$ cat src/rtl/rst_seq_ctrl.sv
module rst_seq_ctrl #(
  parameter int STAB_CYCLES = 4096,
  parameter int WK_W        = 8
) (
  input  logic            clk,
  input  logic            rst_por_n,
  input  logic            ext_rst_n,
  input  logic            wdg_req,
  input  logic            lvd_req,
  input  logic            supply_ok,
  input  logic [1:0]      clk_mode,
  input  logic [WK_W-1:0] wakeup,
  input  logic [3:0]      cause_clr,
  output logic            osc_en,
  output logic            core_rst,
  output logic            boot_go,
  output logic [3:0]      cause
);

  localparam int CW = (STAB_CYCLES > 2) ? $clog2(STAB_CYCLES) : 1;
  localparam logic [CW-1:0] CNT_LAST = CW'(STAB_CYCLES - 1);
  localparam logic [1:0] MODE_INT = 2'b00;

  typedef enum logic [2:0] {S_SUPPLY, S_STAB, S_WAKE, S_QUICK, S_RUN} st_t;

  st_t             st;
  logic [1:0]      pin_sync;
  logic            pin_ok;
  logic [CW-1:0]   cnt;
  logic [WK_W-1:0] blk, wk_q;
  logic            run_d;
  logic            trig_int;
  logic            cnt_end;

  assign pin_ok   = pin_sync[1];
  assign trig_int = (wdg_req || lvd_req) && st == S_RUN && pin_ok;
  assign cnt_end  = cnt == CNT_LAST;
  assign osc_en   = st != S_SUPPLY;
  assign core_rst = st != S_RUN;
  assign boot_go  = st == S_RUN && !run_d;

  always_ff @(posedge clk or negedge rst_por_n)
    if (!rst_por_n) pin_sync <= 2'b11;
    else            pin_sync <= {pin_sync[0], ext_rst_n};

  always_ff @(posedge clk or negedge rst_por_n) begin
    if (!rst_por_n) begin
      st   <= S_SUPPLY;
      cnt  <= '0;
      blk  <= '0;
      wk_q <= '0;
    end else if (!pin_ok) begin
      st  <= S_SUPPLY;
      cnt <= '0;
    end else begin
      case (st)
        S_SUPPLY: if (supply_ok) begin
          st  <= S_STAB;
          cnt <= '0;
        end
        S_STAB: if (cnt_end) begin
          cnt  <= '0;
          blk  <= '0;
          wk_q <= wakeup;
          st   <= (clk_mode == MODE_INT) ? S_RUN : S_WAKE;
        end else cnt <= cnt + 1'b1;
        S_WAKE: if (cnt_end) begin
          cnt <= '0;
          if (blk == wk_q) st <= S_RUN;
          else             blk <= blk + 1'b1;
        end else cnt <= cnt + 1'b1;
        S_QUICK: st <= S_RUN;
        S_RUN:   if (trig_int) st <= S_QUICK;
        default: st <= S_SUPPLY;
      endcase
    end
  end

  always_ff @(posedge clk or negedge rst_por_n)
    if (!rst_por_n) run_d <= 1'b0;
    else            run_d <= st == S_RUN;

  always_ff @(posedge clk or negedge rst_por_n) begin
    if (!rst_por_n)    cause <= 4'b0100;
    else if (!pin_ok)  cause <= 4'b0001;
    else if (trig_int) cause <= lvd_req ? 4'b1000 : 4'b0010;
    else               cause <= cause & ~cause_clr;
  end

endmodule


$ cat config.mk
export PLATFORM = sky130hd
export DESIGN_NAME = rst_seq_ctrl
export DESIGN_NICKNAME = d
export VERILOG_FILES = /design/src/rtl/rst_seq_ctrl.sv
export SDC_FILE = /design/constraint.sdc
export NUM_CORES = 1
export LEC_CHECK = 0
export CORE_ASPECT_RATIO = 2
export CORE_UTILIZATION = 51
export CTS_BUF_LIST = sky130_fd_sc_hd__clkbuf_4 sky130_fd_sc_hd__clkbuf_8
export DETAILED_ROUTE_END_ITERATION = 7
export PLACE_DENSITY = 0.88
export SYNTH_ARGS = -nofsm -noshare
export SYNTH_HDL_FRONTEND = slang
export SYNTH_SLANG_ARGS = --single-unit
export TNS_END_PERCENT = 100
$ cat constraint.sdc
create_clock -name clk -period 1.8 [get_ports clk]
set_input_delay 0.54 -clock clk [delete_from_list [all_inputs] [get_ports clk]]
set_output_delay 0.54 -clock clk [all_outputs]
set_load 0.01 [all_outputs]
# Yosys cells after proc, flatten, opt, wreduce, memory -nomap -nowiden
# Index checks and enable logic that the tools add are counted.
classes:
  addsub: 2
  multipliers: 0
  n_div: 0
  n_lt_le_gt_ge: 0
  n_eq_ne: 16
  shift: 0
  n_mux: 19
  bitwise: 2
  reduce_logical: 14
op_table:
  columns: ["op", "count"]
  rows:
  - ["12-bit two-way mux", 3]
  - ["8-bit two-way mux", 3]
  - ["12-bit one-hot mux with 2 select lines", 1]
  - ["3-bit two-way mux", 7]
  - ["3-bit inequality test (second input constant)", 6]
  - ["8-bit one-hot mux with 2 select lines", 1]
  - ["3-bit one-hot mux with 5 select lines", 1]
  - ["12-bit by 1-bit adder with 12-bit output (second input constant)", 1]
  - ["12-bit equality test (second input constant)", 1]
  - ["4-bit two-way mux", 3]
  - ["5-bit AND reduction", 2]
  - ["8-bit by 1-bit adder with 8-bit output (second input constant)", 1]
  - ["8-bit equality test", 1]
  - ["3-bit by 2-bit equality test with 1-bit output (second input constant)", 2]
  - ["2-bit inequality test (second input constant)", 3]
  - ["4-bit bitwise AND", 1]
  - ["4-bit NOT", 1]
  - ["3-bit by 1-bit equality test with 1-bit output (second input constant)", 1]
  - ["3-bit equality test (second input constant)", 1]
  - ["1-bit logical AND", 3]
  - ["3-bit logical NOT", 1]
  - ["3-bit by 2-bit inequality test with 1-bit output (second input constant)", 1]
  - ["3-bit AND reduction", 1]
  - ["3-bit nonzero test", 1]
  - ["6 further kinds", 6]
totals:
  ff_bits: 38
  latch_bits: 0
  ramBits: 0
  mem_bits_ro: 0
  input_bits: 20
  out_inout_bits: 7
  word_cells: 60
  n_memories: 0

# Longest topological paths before layout
# Gate-level depths: netlist of the first run.
logic_depth:
  ltp_word: 6
  mapped_depth: 7
  depth_no_buf: 6

# Worst setup path after synthesis of the first run
# Ideal clock, no wire load.
synth_path:
  path_type: "reg2reg"
  start: "register cnt[0]"
  end: "register blk[7]"
  setup_time_ns: 0.069
  arrival_time_ns: 1.871
  required_ns: 1.731
  path_slack_ns: -0.141
  stages_incl_launch_ff: 7
  path_buffers: 0
  synth_period_minus_slack_ns: 1.941
  path_cell_list: "dfrtp_1 ha_1 nand3_2 nor4_4 nand2_2 or4b_1 nand3_1"
synth_between:
  elab_chain_cells: 3
  word_cells_on_any_way: 4
  classes_between: "eq/ne (3); reduce/logical (1)"
synth_lines:
  columns: ["item", "line", "source"]
  rows:
  - ["start, declared", "29", "logic [CW-1:0] cnt;"]
  - ["start signal, assigned", "66", "end else cnt <= cnt + 1'b1;"]
  - ["start signal, assigned", "71", "end else cnt <= cnt + 1'b1;"]
  - ["12-bit equality test *", "37", "assign cnt_end = cnt == CNT_LAST;"]
  - ["2-bit inequality test (no line)", null, null]
  - ["5-bit AND reduction (no line) *", null, null]
  - ["end signal, assigned", "70", "else blk <= blk + 1'b1;"]
  - ["end, declared", "30", "logic [WK_W-1:0] blk, wk_q;"]
# Mark *: on every way between the ends. The rest lies on a longest branch, timed or not.
# A chain may end at the register's enable or synchronous reset.

# Worst setup path after layout of the first run
layout_path:
  start: "register st[0]"
  end: "register blk[7]"
layout_between:
  elab_chain_cells: 3
  word_cells_on_any_way: 8
  classes_between: "eq/ne (5); mux (1); reduce/logical (2)"
layout_lines:
  columns: ["item", "line", "source"]
  rows:
  - ["start, declared", "26", "st_t st;"]
  - ["start signal, assigned", "65", "st <= (clk_mode == MODE_INT) ? S_RUN : S_WAKE;"]
  - ["3-bit by 2-bit equality test with 1-bit output / 3-bit by 1-bit equality test with 1-bit output (equally long branches)", "56", "case (st)"]
  - ["2-bit inequality test (no line) / 2-bit nonzero test (equally long branches)", null, null]
  - ["5-bit AND reduction (no line)", null, null]
# Several ways; a longest one is shown, not always the timed one.

==> results.py, run 1 <==
metrics = {
    "place": {
        "dp.cells": 302,
        "port_buffers": 26,
        "place_congestion": 0.9538,
        "hpwl_um": 3657,
        "place_area_um2": 2570,
    },
    "run_status": {
        "violations": "negative setup slack",
        "status": "finished, violations left",
    },
    "logic_synthesis": {
        "synthTopCellsByArea": "dfrtp_1, mux2_2, dfstp_2",
        "async_flop_share_pct": 100.0,
        "syn_inst": 197,
        "synth_top_area_share_pct": 43.97,
        "synth_ff_type": "dfrtp_1",
        "syn-num-nets": 219,
        "synth-edff-count": 0,
        "synth.most_common_cell": "dfrtp_1",
        "yosys-top-cells-count": "dfrtp_1, nand2_1, nor2_1, o21ai_0",
        "yosysSeqAreaShare_pct": 47.93,
        "yosysUniqueCellTypes": 46,
        "yosysWarnings": 0,
        "avgSynthCellArea_um2": 10.11,
        "ys_seq_elements": 38,
        "synth_area_leader_cell": "dfrtp_1",
        "netlist_area_um2": 1992,
    },
    "critical_path": {
        "critPathKind": "register to register",
        "rrSetupSlack_ns": -0.05,
        "worst_setup_path_end_kind": "register",
        "r2r_end": "blk[7]",
        "critPathLaunch": "st[0]",
        "worstPathRequired_ns": 2.03,
        "crit_path_start_kind": "register",
        "crit_arrival_ns": 2.08,
        "r2r-start": "st[0]",
        "worstPathMaxFanout": 7,
        "crit_path_end": "blk[7]",
        "rr_worst_depth": 7,
    },
    "cells_and_area": {
        "filler_cell_count": 203,
        "post-route-cell-area_um2": 2960,
        "diodes": 0,
        "fin_nets": 299,
        "drive_gt1_share_pct": 39.93,
        "stdcell_count": 327,
        "areaGrowthSynthToFinish_pct": 48.62,
        "fin_util_pct": 80.34,
    },
    "floorplanning": {
        "placementRows": 31,
        "fp.dieH_um": 90.38,
        "core-area_um2": 3685,
        "die_area_um2": 4175,
        "start_util_pct": 54.06,
        "dieWidth_um": 46.19,
        "io_pins": 27,
    },
    "global_route": {
        "grt_overflow": 0,
        "track_usage_pct": 29.35,
        "grt_use_met1_pct": 30.47,
        "grt_util_met2_pct": 50.82,
        "grt_pass1_vias": 1961,
        "grt_max_degree": 22,
        "antenna_found_initial": 0,
        "grt-busiest-layer": "met2",
        "grt_pass1_wl_um": 8852,
        "grt_use_met3_pct": 5.000,
    },
    "sta": {
        "rsz0062_at_grt": "true",
        "max_freq_mhz": 539.5,
        "worst_hold_slack_ns": 0.1608,
        "slew_headroom_pct": 72.09,
        "worst_slack_ns": -0.05371,
        "hold_viol_final": 0,
        "tightestPinTransition_ns": 0.4187,
        "period_share_pct": 103.0,
        "setup_viol_count_final": 4,
        "maxSlewViolCount": 0,
        "finClkSkew_ns": 0.01435,
        "period_needed_ns": 1.854,
    },
    "routing": {
        "antenna_left": 0,
        "vias": 1924,
        "drc_errors": 0,
        "post_drt_wl_per_cell_um": 17.49,
        "dr.pass1.iters": 4,
        "drt-initial-drc-count": 77,
        "routed_wl_um": 5720,
        "drt-vias-per-instance": 5.884,
    },
    "hold_path": {
        "hp-class": "input port to async pin",
    },
    "clock_tree": {
        "path_clk_slew_ns": 0.08,
        "cts_tree": "built",
        "clock_latency_ns": 0.30,
        "cts_hold_buf": 0,
        "cts_buffers": 5,
        "ctsRootBufferMaster": "clkbuf_8",
        "cts.path.max_buffers": 2,
        "cts_sinks": 38,
        "h-tree-depth": 2,
    },
    "flow_run": {
        "drv_cap": 0,
    },
    "power": {
        "peakVddDrop_mv": 0.7155,
        "leakagePower_uw": 0.001325,
        "p_per_area_nw_per_um2": 747.0,
        "p_total_uw": 2212,
    },
}
layer usage:
metal,wire (um),vias up
met3,213,27
met1,1843,940
met5,0,-
met2,3397,81
met4,265,0
li1,-,876
cell type report:
| type | count | area (um2) | area share (%) |
|---|---|---|---|
| multi-input combinational | 151 | 1150 | 38.84 |
| sequential | 38 | 957.2 | 32.33 |
| timing repair buffer | 79 | 690.7 | 23.33 |
| clock buffer | 7 | 83.83 | 2.832 |
| tap | 49 | 61.31 | 2.071 |
| inverter | 2 | 10.01 | 0.3381 |
| clock inverter | 1 | 7.507 | 0.2536 |
sequential cells by signal, summed over array words and instances, names as in the netlist:
signal / flops
cnt: 12
blk: 8
wk_q: 8
cause: 4
st: 3
pin_sync: 2
run_d: 1
cells by family after synthesis:
family                     synth area share, %
adders and majority gates                1.256
buffers and inverters                    1.696
DFF                                      47.93
muxes                                    5.591
AOI/OAI and AO/OA                        15.96
and+or+nand+nor                          22.74
xor gates and xnor gates                 4.837
per-stage QoR:
step	worst slack (ns)	setup TNS, ns
2_1_floorplan	0.001775	0
3_3_place_gp	-0.1592	-1.407
3_5_place_dp	-0.2149	-2.703
4_1_cts	-0.03077	-0.07286
5_1_grt	-0.1123	-0.4906
6_report	-0.05371	-0.1426
critical path, cell delays in order (launching register included):
cell and delay, ns:
dfrtp_2 0.45, buf_6 0.16, xor2_2 0.19, nor2b_4 0.22, buf_6 0.12, nand2_4 0.07
or4b_1 0.47, nand3_1 0.09
worst min-delay path by stage:
stage                startpoint          end  slack [ns]  depth (start not counted)
floorplan             rst_por_n       blk[0]        0.24                          0
global placement    pin_sync[0]  pin_sync[1]        0.35                          0
detailed placement  pin_sync[0]  pin_sync[1]        0.35                          0
CTS                   rst_por_n       cnt[0]        0.18                          1
global route          rst_por_n       cnt[0]        0.19                          1
finish                rst_por_n       cnt[0]        0.16                          1
where the power goes:
part | leakage, uW | internal, uW | total (uW) | switching (uW)
Combinational | 0.000786 | 350 | 669 | 319
Sequential | 0.000493 | 897 | 939 | 41.4
Clock | 0.0000453 | 304 | 604 | 300
Total | 0.00132 | 1550 | 2210 | 660
cells in the final DEF, fill, tap and decap left out, types with 5 or more instances in the layout:
cell type        count
buf_4               45
dfrtp_1             33
clkdlybuf4s50_1     21
nand2_1             16
nor2_1              12
o21ai_0             11
mux2_2               9
xnor2_1              8
buf_6                7
nor3_1               6
a21o_1               6
nand4_1              5
a21oi_1              5
clkbuf_8             5
repair_timing:
action	in CTS	in global routing
resized for setup	29	29
pin swaps	9	10
endpoints found under the setup margin	25	26
buffers inserted	12	6
Power figures use the tool's default switching activity.
==> inputs of run 2 (changes only) <==
==> constraint.sdc (replaced) <==
create_clock -name clk -period 1.8 [get_ports clk]
set_input_delay 0.54 -clock clk [delete_from_list [all_inputs] [get_ports clk]]
set_output_delay 0.54 -clock clk [all_outputs]
set_load 0.005 [all_outputs]
==> results.py, run 2 (synthesized netlist as in run 1, its figures left out) <==
metrics = {
    "run_status": {
        "status": "finished, violations left",
        "violations": "negative setup slack",
    },
    "sta": {
        "worst_hold_slack_ns": 0.1634,
        "hold_viol_final": 0,
        "setup_tns_ns": -0.4825,
        "rsz0062_at_grt": "true",
        "tightestPinTransition_ns": 0.4214,
        "finClkSkew_ns": 0.009403,
        "setup_viol_count_final": 16,
        "worst_slack_ns": -0.09958,
        "max_freq_mhz": 526.4,
        "slew_headroom_pct": 71.91,
        "maxSlewViolCount": 0,
        "period_share_pct": 105.5,
        "period_needed_ns": 1.900,
    },
    "cells_and_area": {
        "top_regs": "cnt: 12 flops, blk: 8 flops, wk_q: 8 flops",
        "mostFrequentLayoutCell": "buf_4",
        "fin_nets": 306,
        "filler_cell_count": 203,
        "multi_input_area_um2": 1141,
        "stdcell_count": 334,
        "areaGrowthSynthToFinish_pct": 51.76,
        "largest_register": "cnt",
        "largest_register_ffs": 12,
        "drive_gt1_share_pct": 40.70,
        "diodes": 0,
        "layout_common_cells": "buf_4, dfrtp_1, clkdlybuf4s50_1",
        "seqCellArea_um2": 955.9,
    },
    "clock_tree": {
        "cts_tree": "built",
        "clock_latency_ns": 0.30,
        "cts.path.max_buffers": 2,
        "cts_buffers": 5,
        "cts_sinks": 38,
        "ctsRootBufferMaster": "clkbuf_8",
        "path_clk_slew_ns": 0.07,
        "h-tree-depth": 2,
    },
    "routing": {
        "drt-vias-per-instance": 5.976,
        "drt-initial-drc-count": 60,
        "vias": 1996,
        "routed_wl_um": 5941,
        "post_drt_wl_per_cell_um": 17.79,
        "dr.pass1.iters": 4,
        "antenna_left": 0,
        "drc_errors": 0,
    },
    "place": {
        "port_buffers": 26,
        "post-place-ws_ns": -0.2014,
        "dp.cells": 304,
        "place_congestion": 0.8984,
        "hpwl_um": 3588,
    },
    "critical_path": {
        "worstPathMaxFanout": 5,
        "worst_setup_path_end_kind": "register",
        "rrSetupSlack_ns": -0.1,
        "critPathKind": "register to register",
        "crit_path_start_kind": "register",
        "rr_worst_depth": 7,
        "worstPathRequired_ns": 2.02,
        "r2r_end": "blk[6]",
        "crit_arrival_ns": 2.12,
        "r2r-start": "st[0]",
    },
    "floorplanning": {
        "placementRows": 31,
        "core-area_um2": 3685,
        "start_util_pct": 54.06,
        "fp.dieH_um": 90.38,
        "dieWidth_um": 46.19,
        "die_area_um2": 4175,
        "io_pins": 27,
    },
    "global_route": {
        "grt-busiest-layer": "met2",
        "grt_max_degree": 22,
        "grt_pass1_vias": 1973,
        "grt_overflow": 0,
        "antenna_found_initial": 0,
        "grt_use_met3_pct": 4.000,
        "track_usage_pct": 28.85,
        "grt_use_met1_pct": 29.97,
        "grt_util_met2_pct": 50.70,
        "grt_pass1_wl_um": 8652,
    },
    "power": {
        "p_comb_share_pct": 30.0,
        "leakagePower_uw": 0.001366,
        "power_switching_uw": 671.7,
        "p_int_uw": 1650,
        "clkPwrFrac_pct": 29.7,
        "p_per_area_nw_per_um2": 767.9,
        "p_sw_share_pct": 28.94,
        "peakVddDrop_mv": 0.5965,
        "seqPwrFrac_pct": 40.3,
    },
    "hold_path": {
        "hp-class": "input port to async pin",
    },
    "flow_run": {
        "drv_cap": 0,
    },
}
## run 2: cell count changes in the layout (fill, tap and decap cells not counted), moves of 2 or more
cell,before,now
buf_4,45,50
clkbuf_4,2,0
clkbuf_8,5,8
o21ai_1,3,1
o31ai_1,0,2
o31ai_2,3,1
## run 2: stage by stage
step / power, uW / utilization [%] / cell area [um2]
floorplan: 1186 / - / 1997
global placement: 1424 / 70.15 / 2585
detailed placement: 1440 / 70.15 / 2585
CTS: 2196 / 77.01 / 2838
global route: 2410 / 82.04 / 3023
finish: 2321 / 82.04 / 3023
## run 2: how the worst max path moves through the flow
stage,start,end,slack (ns),cells after the start
detailed placement,lvd_req,st[1],-0.20,5
CTS,st[2],osc_en,-0.07,3
floorplan,cnt[0],blk[7],0.002,6
global route,st[0],blk[6],-0.18,7
global placement,lvd_req,st[1],-0.15,5
finish,st[0],blk[6],-0.1,7
## run 2: worst max-delay path, cell delays in order, from the launching register on
cell and delay (ns):
dfrtp_1 0.41, buf_6 0.14, buf_8 0.12, xor2_2 0.20
nor2b_4 0.25, nand3_2 0.10, or4_1 0.41, o211ai_1 0.18
## run 2: per-layer routing
metal  part of all wire [%]  up-vias
met5                      0        -
met4                    4.8        0
met3                    4.1       30
met2                     56       72
met1                     35     1000
li1                       -      894
## run 2: repair_timing
action | 4_1_cts | 5_1_grt
pin swaps | 5 | 15
hold buffers | 0 | 0
setup buffers | 11 | 13
resized for setup | 26 | 30
endpoints found under the setup margin | 16 | 31
## run 2: cell type report
class | count | area share, %
clock buffers | 8 | 3.642
well taps | 49 | 2.028
inverters | 2 | 0.3311
flip-flops and latches | 38 | 31.62
repair buffers | 86 | 24.63
multi-input cells | 151 | 37.75
## run 2: power by group through the flow
stage          logic, uW  clock network, uW  registers [uW]
2_1_floorplan        254                  0             932
3_5_place_dp         493                  0             947
4_1_cts              576                693             928
6_report             695                690             936
5_1_grt              738                733             938
3_3_place_gp         480                  0             944
